**src/rtl/pyuv_pkg.sv**
```systemverilog
package pyuv_pkg;
   localparam int unsigned NUM_CH   = 3;
   localparam int unsigned NUM_COMP = 3;
   localparam int unsigned NUM_COEF = NUM_CH * NUM_COMP;

   typedef enum logic [1:0] {CH_Y = 2'd0, CH_U = 2'd1, CH_V = 2'd2} chan_e;

   // Default matrix, Q15, index = channel*3 + component
   function automatic logic signed [15:0] q15_default(input int idx);
      case (idx)
         0: q15_default = 16'sd9798;
         1: q15_default = 16'sd19235;
         2: q15_default = 16'sd3736;
         3: q15_default = -16'sd5538;
         4: q15_default = -16'sd10846;
         5: q15_default = 16'sd16384;
         6: q15_default = 16'sd16384;
         7: q15_default = -16'sd13730;
         default: q15_default = -16'sd2654;
      endcase
   endfunction
endpackage

```
**src/rtl/pyuv_coef_bank.sv**
```systemverilog
module pyuv_coef_bank #(
   parameter int unsigned COEF_W = 16,
   parameter int unsigned ADDR_W = 4
) (
   input  logic                                         clk,
   input  logic                                         rst_n,
   input  logic                                         wr_en,
   input  logic [ADDR_W-1:0]                            wr_addr,
   input  logic [COEF_W-1:0]                            wr_data,
   output logic [pyuv_pkg::NUM_COEF-1:0][COEF_W-1:0]    coefs
);
   localparam int unsigned N = pyuv_pkg::NUM_COEF;

   if (COEF_W < 16) begin : g_bad_coef_w
      $error("COEF_W must be at least 16");
   end
   if ((2 ** ADDR_W) < N) begin : g_bad_addr_w
      $error("ADDR_W too narrow for coefficient count");
   end

   for (genvar i = 0; i < N; i++) begin : g_coef
      localparam logic signed [COEF_W-1:0] RST_VAL =
         COEF_W'(pyuv_pkg::q15_default(i)) <<< (COEF_W - 16);
      always_ff @(posedge clk) begin
         if (!rst_n)
            coefs[i] <= RST_VAL;
         else if (wr_en && (wr_addr == ADDR_W'(i)))
            coefs[i] <= wr_data;
      end
   end

   AST_COEF_STABLE: assert property (@(posedge clk) disable iff (!rst_n)
      (!wr_en || wr_addr >= ADDR_W'(N)) |=> $stable(coefs));
endmodule

```
**src/rtl/pyuv_dot3.sv**
```systemverilog
module pyuv_dot3 #(
   parameter int unsigned PIX_W  = 8,
   parameter int unsigned COEF_W = 16,
   parameter int unsigned ACC_W  = 32,
   parameter int unsigned FRAC   = 15,
   parameter int unsigned RES_W  = ACC_W - FRAC
) (
   input  logic                          clk,
   input  logic                          rst_n,
   input  logic                          en,
   input  logic [2:0][PIX_W-1:0]         px,
   input  logic [2:0][COEF_W-1:0]        cf,
   output logic signed [RES_W-1:0]       res
);
   localparam int unsigned PROD_W = PIX_W + 1 + COEF_W;

   if (ACC_W < PROD_W + 2) begin : g_bad_acc
      $error("ACC_W cannot hold a three-term sum");
   end

   logic signed [PROD_W-1:0] prod_q [3];
   logic signed [ACC_W-1:0]  sum_c;

   // Stage 1: products of zero-extended pixel and signed coefficient
   for (genvar k = 0; k < 3; k++) begin : g_mul
      always_ff @(posedge clk) begin
         if (!rst_n)
            prod_q[k] <= '0;
         else if (en)
            prod_q[k] <= $signed({1'b0, px[k]}) * $signed(cf[k]);
      end
   end

   always_comb
      sum_c = ACC_W'(prod_q[0]) + ACC_W'(prod_q[1]) + ACC_W'(prod_q[2]);

   // Stage 2: accumulate and truncating arithmetic rescale
   always_ff @(posedge clk) begin
      if (!rst_n)
         res <= '0;
      else if (en)
         res <= RES_W'(sum_c >>> FRAC);
   end
endmodule

```
**src/rtl/pyuv_clip.sv**
```systemverilog
module pyuv_clip #(
   parameter int unsigned IN_W  = 17,
   parameter int unsigned MID_W = 16,
   parameter int unsigned OUT_W = 8,
   parameter int          OFS   = 0
) (
   input  logic                    clk,
   input  logic                    rst_n,
   input  logic                    en,
   input  logic signed [IN_W-1:0]  din,
   output logic [OUT_W-1:0]        dout
);
   localparam int MID_MAX = (2 ** (MID_W - 1)) - 1;
   localparam int MID_MIN = -(2 ** (MID_W - 1));
   localparam int OUT_MAX = (2 ** OUT_W) - 1;

   if (IN_W > 30 || MID_W > 30 || OUT_W >= MID_W) begin : g_bad_w
      $error("pyuv_clip width parameters out of range");
   end

   logic signed [31:0] biased, mid;
   logic [OUT_W-1:0]   clipped;

   always_comb begin
      biased = {{(32 - IN_W){din[IN_W-1]}}, din} + 32'(OFS);
      if (biased > MID_MAX)      mid = MID_MAX;
      else if (biased < MID_MIN) mid = MID_MIN;
      else                       mid = biased;
      if (mid < 0)               clipped = '0;
      else if (mid > OUT_MAX)    clipped = OUT_W'(OUT_MAX);
      else                       clipped = OUT_W'(mid);
   end

   always_ff @(posedge clk) begin
      if (!rst_n)
         dout <= '0;
      else if (en)
         dout <= clipped;
   end

   AST_CLIP_LOW: assert property (@(posedge clk) disable iff (!rst_n)
      (en && ($signed(din) + OFS < 0)) |=> (dout == '0));
   AST_CLIP_HIGH: assert property (@(posedge clk) disable iff (!rst_n)
      (en && ($signed(din) + OFS > OUT_MAX)) |=> (dout == OUT_W'(OUT_MAX)));
endmodule

```
**src/rtl/pyuv_pair_conv.sv**
```systemverilog
module pyuv_pair_conv #(
   parameter int unsigned PIX_W  = 8,
   parameter int unsigned COEF_W = 16,
   parameter int unsigned ACC_W  = 32,
   parameter int unsigned SAT_W  = 16,
   parameter int unsigned ADDR_W = 4
) (
   input  logic                clk,
   input  logic                rst_n,
   input  logic                in_valid,
   output logic                in_ready,
   input  logic [8*PIX_W-1:0]  in_data,
   output logic                out_valid,
   input  logic                out_ready,
   output logic [PIX_W-1:0]    out_y0,
   output logic [PIX_W-1:0]    out_y1,
   output logic [PIX_W-1:0]    out_u,
   output logic [PIX_W-1:0]    out_v,
   input  logic                cfg_we,
   input  logic [ADDR_W-1:0]   cfg_addr,
   input  logic [COEF_W-1:0]   cfg_wdata,
   output logic                cfg_ack
);
   localparam int unsigned FRAC   = COEF_W - 1;
   localparam int unsigned RES_W  = ACC_W - FRAC;
   localparam int          C_OFS  = 2 ** (PIX_W - 1);
   localparam int unsigned LANES  = 4;

   // Byte positions inside the packed word: [pixel][component]
   localparam int unsigned BYTE_R [2] = '{0, 6};
   localparam int unsigned BYTE_G [2] = '{1, 7};
   localparam int unsigned BYTE_B [2] = '{4, 2};

   logic [pyuv_pkg::NUM_COEF-1:0][COEF_W-1:0] coefs;
   logic [PIX_W-1:0] lane_out [LANES];
   logic v1, v2, v3, adv, fire, pipe_empty;

   assign adv        = !v3 || out_ready;
   assign in_ready   = adv && !cfg_we;
   assign fire       = in_valid && in_ready;
   assign pipe_empty = !v1 && !v2 && !v3;
   assign cfg_ack    = cfg_we && pipe_empty;
   assign out_valid  = v3;

   always_ff @(posedge clk) begin
      if (!rst_n) begin
         v1 <= 1'b0;
         v2 <= 1'b0;
         v3 <= 1'b0;
      end else if (adv) begin
         v1 <= fire;
         v2 <= v1;
         v3 <= v2;
      end
   end

   pyuv_coef_bank #(.COEF_W(COEF_W), .ADDR_W(ADDR_W)) u_bank (
      .clk(clk), .rst_n(rst_n), .wr_en(cfg_ack), .wr_addr(cfg_addr),
      .wr_data(cfg_wdata), .coefs(coefs)
   );

   // Lane 0: Y of pixel A, lane 1: Y of pixel B, lanes 2/3: U/V of pixel A
   for (genvar l = 0; l < LANES; l++) begin : g_lane
      localparam int unsigned CH = (l < 2) ? 0 : l - 1;
      localparam int unsigned PX = (l == 1) ? 1 : 0;
      localparam int          LANE_OFS = (CH == 0) ? 0 : C_OFS;

      logic [2:0][PIX_W-1:0]  px;
      logic [2:0][COEF_W-1:0] cf;
      logic signed [RES_W-1:0] res;

      assign px = {in_data[BYTE_B[PX]*PIX_W +: PIX_W],
                   in_data[BYTE_G[PX]*PIX_W +: PIX_W],
                   in_data[BYTE_R[PX]*PIX_W +: PIX_W]};
      assign cf = {coefs[CH*3+2], coefs[CH*3+1], coefs[CH*3]};

      pyuv_dot3 #(.PIX_W(PIX_W), .COEF_W(COEF_W), .ACC_W(ACC_W),
                  .FRAC(FRAC), .RES_W(RES_W)) u_dot (
         .clk(clk), .rst_n(rst_n), .en(adv), .px(px), .cf(cf), .res(res)
      );

      pyuv_clip #(.IN_W(RES_W), .MID_W(SAT_W), .OUT_W(PIX_W),
                  .OFS(LANE_OFS)) u_clip (
         .clk(clk), .rst_n(rst_n), .en(adv), .din(res), .dout(lane_out[l])
      );
   end

   assign out_y0 = lane_out[0];
   assign out_y1 = lane_out[1];
   assign out_u  = lane_out[2];
   assign out_v  = lane_out[3];

   AST_OUT_HOLD: assert property (@(posedge clk) disable iff (!rst_n)
      (out_valid && !out_ready) |=> (out_valid && $stable({out_y0, out_y1, out_u, out_v})));
   AST_CFG_QUIET: assert property (@(posedge clk) disable iff (!rst_n)
      cfg_ack |-> (!out_valid && !in_ready));
   AST_CFG_BLOCKS_IN: assert property (@(posedge clk) disable iff (!rst_n)
      (cfg_we && !cfg_ack) |=> !$past(fire));
endmodule

```
**config.mk**
```make
export PLATFORM = sky130hd
export DESIGN_NAME = pyuv_pair_conv
export DESIGN_NICKNAME = d
export VERILOG_FILES = /design/src/rtl/pyuv_pkg.sv /design/src/rtl/pyuv_coef_bank.sv /design/src/rtl/pyuv_dot3.sv /design/src/rtl/pyuv_clip.sv /design/src/rtl/pyuv_pair_conv.sv
export SDC_FILE = /design/constraint.sdc
export NUM_CORES = 2
export LEC_CHECK = 0
export ABC_AREA = 1
export BUFFER_PORTS_ARGS = -buffer_cell sky130_fd_sc_hd__clkbuf_2
export CORE_MARGIN = 1.5
export CORE_UTILIZATION = 56
export DETAILED_ROUTE_END_ITERATION = 10
export GPL_TIMING_DRIVEN = 0
export PLACE_DENSITY_LB_ADDON = 0.3
export SLEW_MARGIN = 30
export SYNTH_ARGS = -nofsm -noshare
export SYNTH_HDL_FRONTEND = slang
export SYNTH_SLANG_ARGS = --single-unit
export TNS_END_PERCENT = 20
```
**constraint.sdc**
```tcl
create_clock -name clk -period 12.23 [get_ports clk]
set_clock_uncertainty 0.15 [all_clocks]
set_input_delay 1.8345 -clock clk [delete_from_list [all_inputs] [get_ports clk]]
set_output_delay 1.8345 -clock clk [all_outputs]
set_load 0.005 [all_outputs]
```
; After elaboration in Yosys (flattened, before gate mapping)
; Memories as Yosys holds them, arrays and structs flattened.
; Cells that the tools add are included.
[op_classes]
n_addsub = 10
reduce_logical = 20
mul = 12
magnitude_cmp = 16
mux = 32
bitwise_logic = 12
n_eq_ne = 8
[op_table]
columns = operator, n
row1 = multiplier 9 x 16 -> 25 bit, 12
row2 = two-way mux 25 bit, 12
row3 = two-way mux 32 bit, 8
row4 = > comparator 32 x 9 -> 1 bit (second input constant), 4
row5 = less-than comparator 32 x 1 -> 1 bit (second input constant), 4
row6 = adder 26 x 25 -> 27 bit, 4
row7 = adder 25 x 25 -> 26 bit, 4
row8 = > comparator 32 x 16 -> 1 bit (second input constant), 2
row9 = less-than comparator 32 x 16 -> 1 bit (second input constant), 2
row10 = two-way mux 8 bit, 8
row11 = adder 17 x 9 -> 18 bit (second input constant), 2
row12 = > comparator 17 x 16 -> 1 bit (second input constant), 2
row13 = less-than comparator 17 x 16 -> 1 bit (second input constant), 2
row14 = == test 4 x 3 -> 1 bit (second input constant), 4
row15 = logical AND 1 bit, 14
row16 = bitwise OR 1 bit, 12
row17 = == test 4 x 2 -> 1 bit (second input constant), 2
row18 = == test 4 x 1 -> 1 bit (second input constant), 1
row19 = == test 4 bit (second input constant), 1
row20 = zero test 1 bit, 4
row21 = zero test 4 bit, 1
row22 = two-way mux 1 bit, 4
row23 = logical OR 1 bit, 1
[word_totals]
mem_count = 4
ff_bits = 247
out_inout_bits = 35
input_bits = 89
elab_cells = 134
ramBits = 300
[mem_list]
columns = name, depth, word_bits, rd, rd_ports_with_merged_regs, wr, line
row1 = g_lane[0].u_dot.prod_q, 3, 25, 3, 0, 3, pyuv_dot3.sv:21  ; logic signed [PROD_W-1:0] prod_q [3];
row2 = g_lane[1].u_dot.prod_q, 3, 25, 3, 0, 3, pyuv_dot3.sv:21
row3 = g_lane[2].u_dot.prod_q, 3, 25, 3, 0, 3, pyuv_dot3.sv:21
row4 = g_lane[3].u_dot.prod_q, 3, 25, 3, 0, 3, pyuv_dot3.sv:21

; Logic depth before layout (Yosys ltp)
[logic_depth]
depth_word = 7
ltp_mapped = 24

; Cells and area by module
; A second synthesis with hierarchy kept.
[unflattened]
cells_unflattened = 11903
hier_area_um2 = 87620.3
[by_module_without_submodules]
columns = mod, cells_per_inst, area_each_um2, n_inst
row1 = pyuv_dot3 (g_lane[0].u_dot), 2702, 20033.0, 1
row2 = pyuv_dot3 (g_lane[2].u_dot), 2684, 20005.4, 1
row3 = pyuv_dot3 (g_lane[1].u_dot), 2702, 19915.4, 1
row4 = pyuv_dot3 (g_lane[3].u_dot), 2673, 19820.3, 1
row5 = pyuv_coef_bank, 769, 5464.0, 1
row6 = pyuv_clip (g_lane[2].u_clip ...), 113, 685.7, 2
row7 = pyuv_clip (g_lane[0].u_clip ...), 64, 434.2, 2
row8 = pyuv_pair_conv, 19, 142.6, 1

; Least setup slack after synthesis
; OpenSTA, ideal clock, no wires.
[synth_timing]
path_type = input to register
startpoint = input port rst_n
endpoint = memory g_lane[0].u_dot.prod_q[0][0] in the netlist's numbering (enable)
stages = 3
t_arrival_ps = 7881
required_ps = 11425
setup_slack_ps = 3544
cell_sequence = inv_1 nor2_1 inv_1
[synth_lines]
columns = element, line
row1 = "start, declared", pyuv_pair_conv.sv:9  ; input logic rst_n,
row2 = "end, declared", pyuv_dot3.sv:21

==> summary.md <==
| Metric | Value |
|---|---|
| Outcome | `finished, final reports clean` |
| Count leader, synth | `inv_1` |
| Max Freq | `0.133 GHz` |
| Synth unique cells | `46` |
| Sequential share of the synthesized area | `0.159` |
| Combinational Power Share | `0.676` |
| Hold WC Path Type | `reg -> reg` |
| Largest net degree at the start of global routing | `103` |
| Vias per cell | `5.39` |
| Tcrit/Tclk final | `0.614` |
| Synthesized cell area | `85100 um^2` |
| Post-synth top area share | `0.311` |
| Num rows | `142` |
| Psw | `7.73 mW` |
| Chip height | `393 um` |
| Post-Syn Instances | `11330` |
| Worst Setup SP | `in_data[32]` |
| Iter 0 DRT Violations | `6386` |
| RD Place Congestion | `0.993` |
| CP Max Fanout | `10` |
| DRC violations left | `0` |
| GR Util All Layers | `0.356` |
| CP max stage delay | `0.83 ns` |
| Clock power frac | `0.135` |
| CTS-repair resized insts | `0` |
| PortBufs | `59` |
| WS Path Type | `in -> reg` |
| Die footprint | `154000 um^2` |
| Startpoint types | `primary input` |
| Synth Register Bits | `527` |
| Antenna violations before repair | `25` |
| Synthesis-to-layout area growth | `6.12%` |
| Max Slew Vio Count | `0` |
| Critical-path cell list | `clkbuf_1, buf_1, nand2_1, fa_1, inv_1, fa_1, inv_1, fa_1, inv_1, fa_1, ha_1, nand2_1, nor2_1, nand2_1, nand2_1, nand2_1, nand3_1, o21ai_0, a21oi_1` |
| Leakage | `53.6 nW` |
| Max Buffers Root-to-Sink | `3` |
| CTS Buf Count | `59` |
| Filler instances | `13905` |
| Max-slew headroom | `0.193` |
| Top post-synthesis cells by area | `fa_1 (31%), inv_1 (14%), nand2_1 (12%)` |
| # Max-Cap Violations | `0` |
| Starting density of the core | `0.566` |
| Largest area contributor in the netlist | `fa_1` |
| I/O pin total | `124` |
| PwrDens | `159 nW/um^2` |
| Detailed placement HPWL | `225 mm` |
| Nets | `13576` |
| Setup Viol. Count Final | `0` |
| Average size of a mapped cell | `7.51 um^2` |
| Clk slew on worst S/H paths | `0.06 ns` |
| CTS tree | `built` |
| Hold Fails Final Rpt | `0` |
| RSZ-0062 raised after global routing | `false` |
| YS warnings | `0` |
| Root cell of the clock tree | `clkbuf_16` |
| Core area | `150000 um^2` |
| Routed WL per cell | `19.9 um` |
| Post-Syn Nets | `13447` |
| Final min period | `7.51 ns` |
| CP endpoint kind | `flip-flop` |
| Ratio of cells with drive above 1 in the final layout | `0.0235` |
| Async SR Flop Fraction | `0` |
| Dominant synthesized flop cell | `edfxtp_1` |
| Setup total negative slack | `0 ns` |
| Clk Latency, worst-skew pair | `0.75 ns` |
| CP dominant cell by count | `nand2_1` |
| Routed Antenna Nets | `0` |
| Power Total | `14.4 mW` |
| Clock sink total | `527` |
| WP data arrival | `7.73 ns` |
| Worst reg2reg path startpoint | `u_bank.coefs[47]` |
| First-pass GRT wire length | `416 mm` |
| Max rail drop VDD | `0.000138 V` |
| Tightest Pin Transition | `1.20 ns` |
| Req. time, crit path | `12.45 ns` |
| Switching Fraction | `0.537` |
| Seq pwr share | `0.189` |
| Max stage delay cell, worst path | `clkbuf_1` |
| Die X | `393 um` |
| Drt total wl | `269 mm` |
| Cell-internal power | `6.67 mW` |
| CTS H-tree lvls | `2` |
| Total global routing overflow | `0` |
| Setup repair bufs after CTS | `0` |
| Number of enable flip-flop cells after synthesis | `300` |
| Via count | `72909` |
| Hold buffers post-CTS | `0` |
| Post-synth top cells | `inv_1 (3063), nand2_1 (2808), fa_1 (1320), ha_1 (708), a21oi_1 (637)` |
| Min-delay src | `g_lane[0].u_dot.res[3]` |
| TritonRoute pass-1 iters | `8` |
| Vias in the first global route | `73579` |
[layer usage]
layer / wire, um / up-vias / global-route usage
li1: - / 33979 / -
met1: 104000 / 35166 / 0.457
met2: 120000 / 3114 / 0.558
met3: 25800 / 632 / 0.0745
met4: 18800 / 18 / 0.210
met5: 125 / - / 0
[critical path: cells and delay by family]
| family | cells | cell delay [ns] |
|---|---|---|
| AOI/OAI and AO/OA | 2 | 0.85 |
| buffers and inverters | 5 | 1.61 |
| adders and majority gates | 5 | 2.52 |
| and+or+nand+nor | 7 | 0.91 |
[worst paths after layout]
path | end | slack, ns | cells after the start
max | g_lane[3].u_dot.prod_q[2][23] | 4.72 | 19
min | g_lane[0].u_dot.res[3] | 0.30 | 2
max reg2reg | g_lane[1].u_dot.prod_q[2][23] | 6.01 | 19
min reg2reg | g_lane[0].u_dot.res[3] | 0.30 | 2
[cells in the final DEF, fill, tap and decap left out, types with 59 or more instances in the layout]
cell | netlist | routed
inv_1 | 3063 | 3061
nand2_1 | 2808 | 2808
fa_1 | 1320 | 1320
ha_1 | 708 | 708
a21oi_1 | 637 | 637
nor2_1 | 565 | 565
o21ai_0 | 511 | 510
clkbuf_1 | 371 | 349
edfxtp_1 | 300 | 300
nand3_1 | 271 | 271
dfxtp_1 | 227 | 227
clkbuf_2 | 1 | 85
nand4_1 | 80 | 80
nor3_1 | 64 | 64
clkbuf_16 | 0 | 59
[power by group through the flow]
stage / sequential (mW) / combinational (mW) / clock [mW]
2_1_floorplan: 2.61 / 6.65 / 0
4_1_cts: 2.73 / 9.59 / 1.95
6_report: 2.73 / 9.73 / 1.94
3_5_place_dp: 2.77 / 9.52 / 0
5_1_grt: 2.76 / 11.0 / 2.02
3_3_place_gp: 2.76 / 9.40 / 0
[flip-flops by register name, summed over array words and instances, names as in the netlist]
signal	cells
v2	1
g_lane.u_dot.prod_q	300
out_valid	1
g_lane.u_dot.res	48
v1	1
g_lane.u_clip.dout	32
u_bank.coefs	144
[stage by stage]
stage	instance area, um^2	utilization	cells	hold slack, ns	setup WS (ns)
6_report	90300	0.601	13536	0.297	4.72
5_1_grt	90300	0.600	13525	0.317	4.71
4_1_cts	90200	0.600	13524	0.300	4.74
3_5_place_dp	88100	0.586	13413	0.284	4.02
3_3_place_gp	87900	0.585	13405	0.282	0.958
2_1_floorplan	85100	-	11330	0.268	3.54
[cells by family (layout without fill, tap and decap cells)]
| group | Yosys count | after routing | share of synthesized area |
|---|---|---|---|
| adders and majority gates | 2028 | 2028 | 0.415 |
| buffers and inverters | 3532 | 3711 | 0.156 |
| AOI/OAI and AO/OA | 1342 | 1342 | 0.0843 |
| other | 0 | 11 | 0 |
| and+or+nand+nor | 3837 | 3837 | 0.179 |
| DFF | 527 | 527 | 0.159 |
| xor gates and xnor gates | 64 | 64 | 0.00659 |
[layout make-up]
| cell class | count | area (um^2) | area share |
|---|---|---|---|
| Antenna cell | 11 | 27.5 | 0.000305 |
| Buffer | 448 | 1750 | 0.0194 |
| Clock buffer | 61 | 1480 | 0.0164 |
| Clock inverter | 50 | 609 | 0.00675 |
| Inverter | 3084 | 11600 | 0.128 |
| Multi-Input combinational cell | 7271 | 58200 | 0.645 |
| Sequential cell | 527 | 13600 | 0.150 |
| Tap cell | 2016 | 2520 | 0.0279 |
| Timing Repair Buffer | 68 | 510 | 0.00565 |
(Power assumes the default switching activity.)
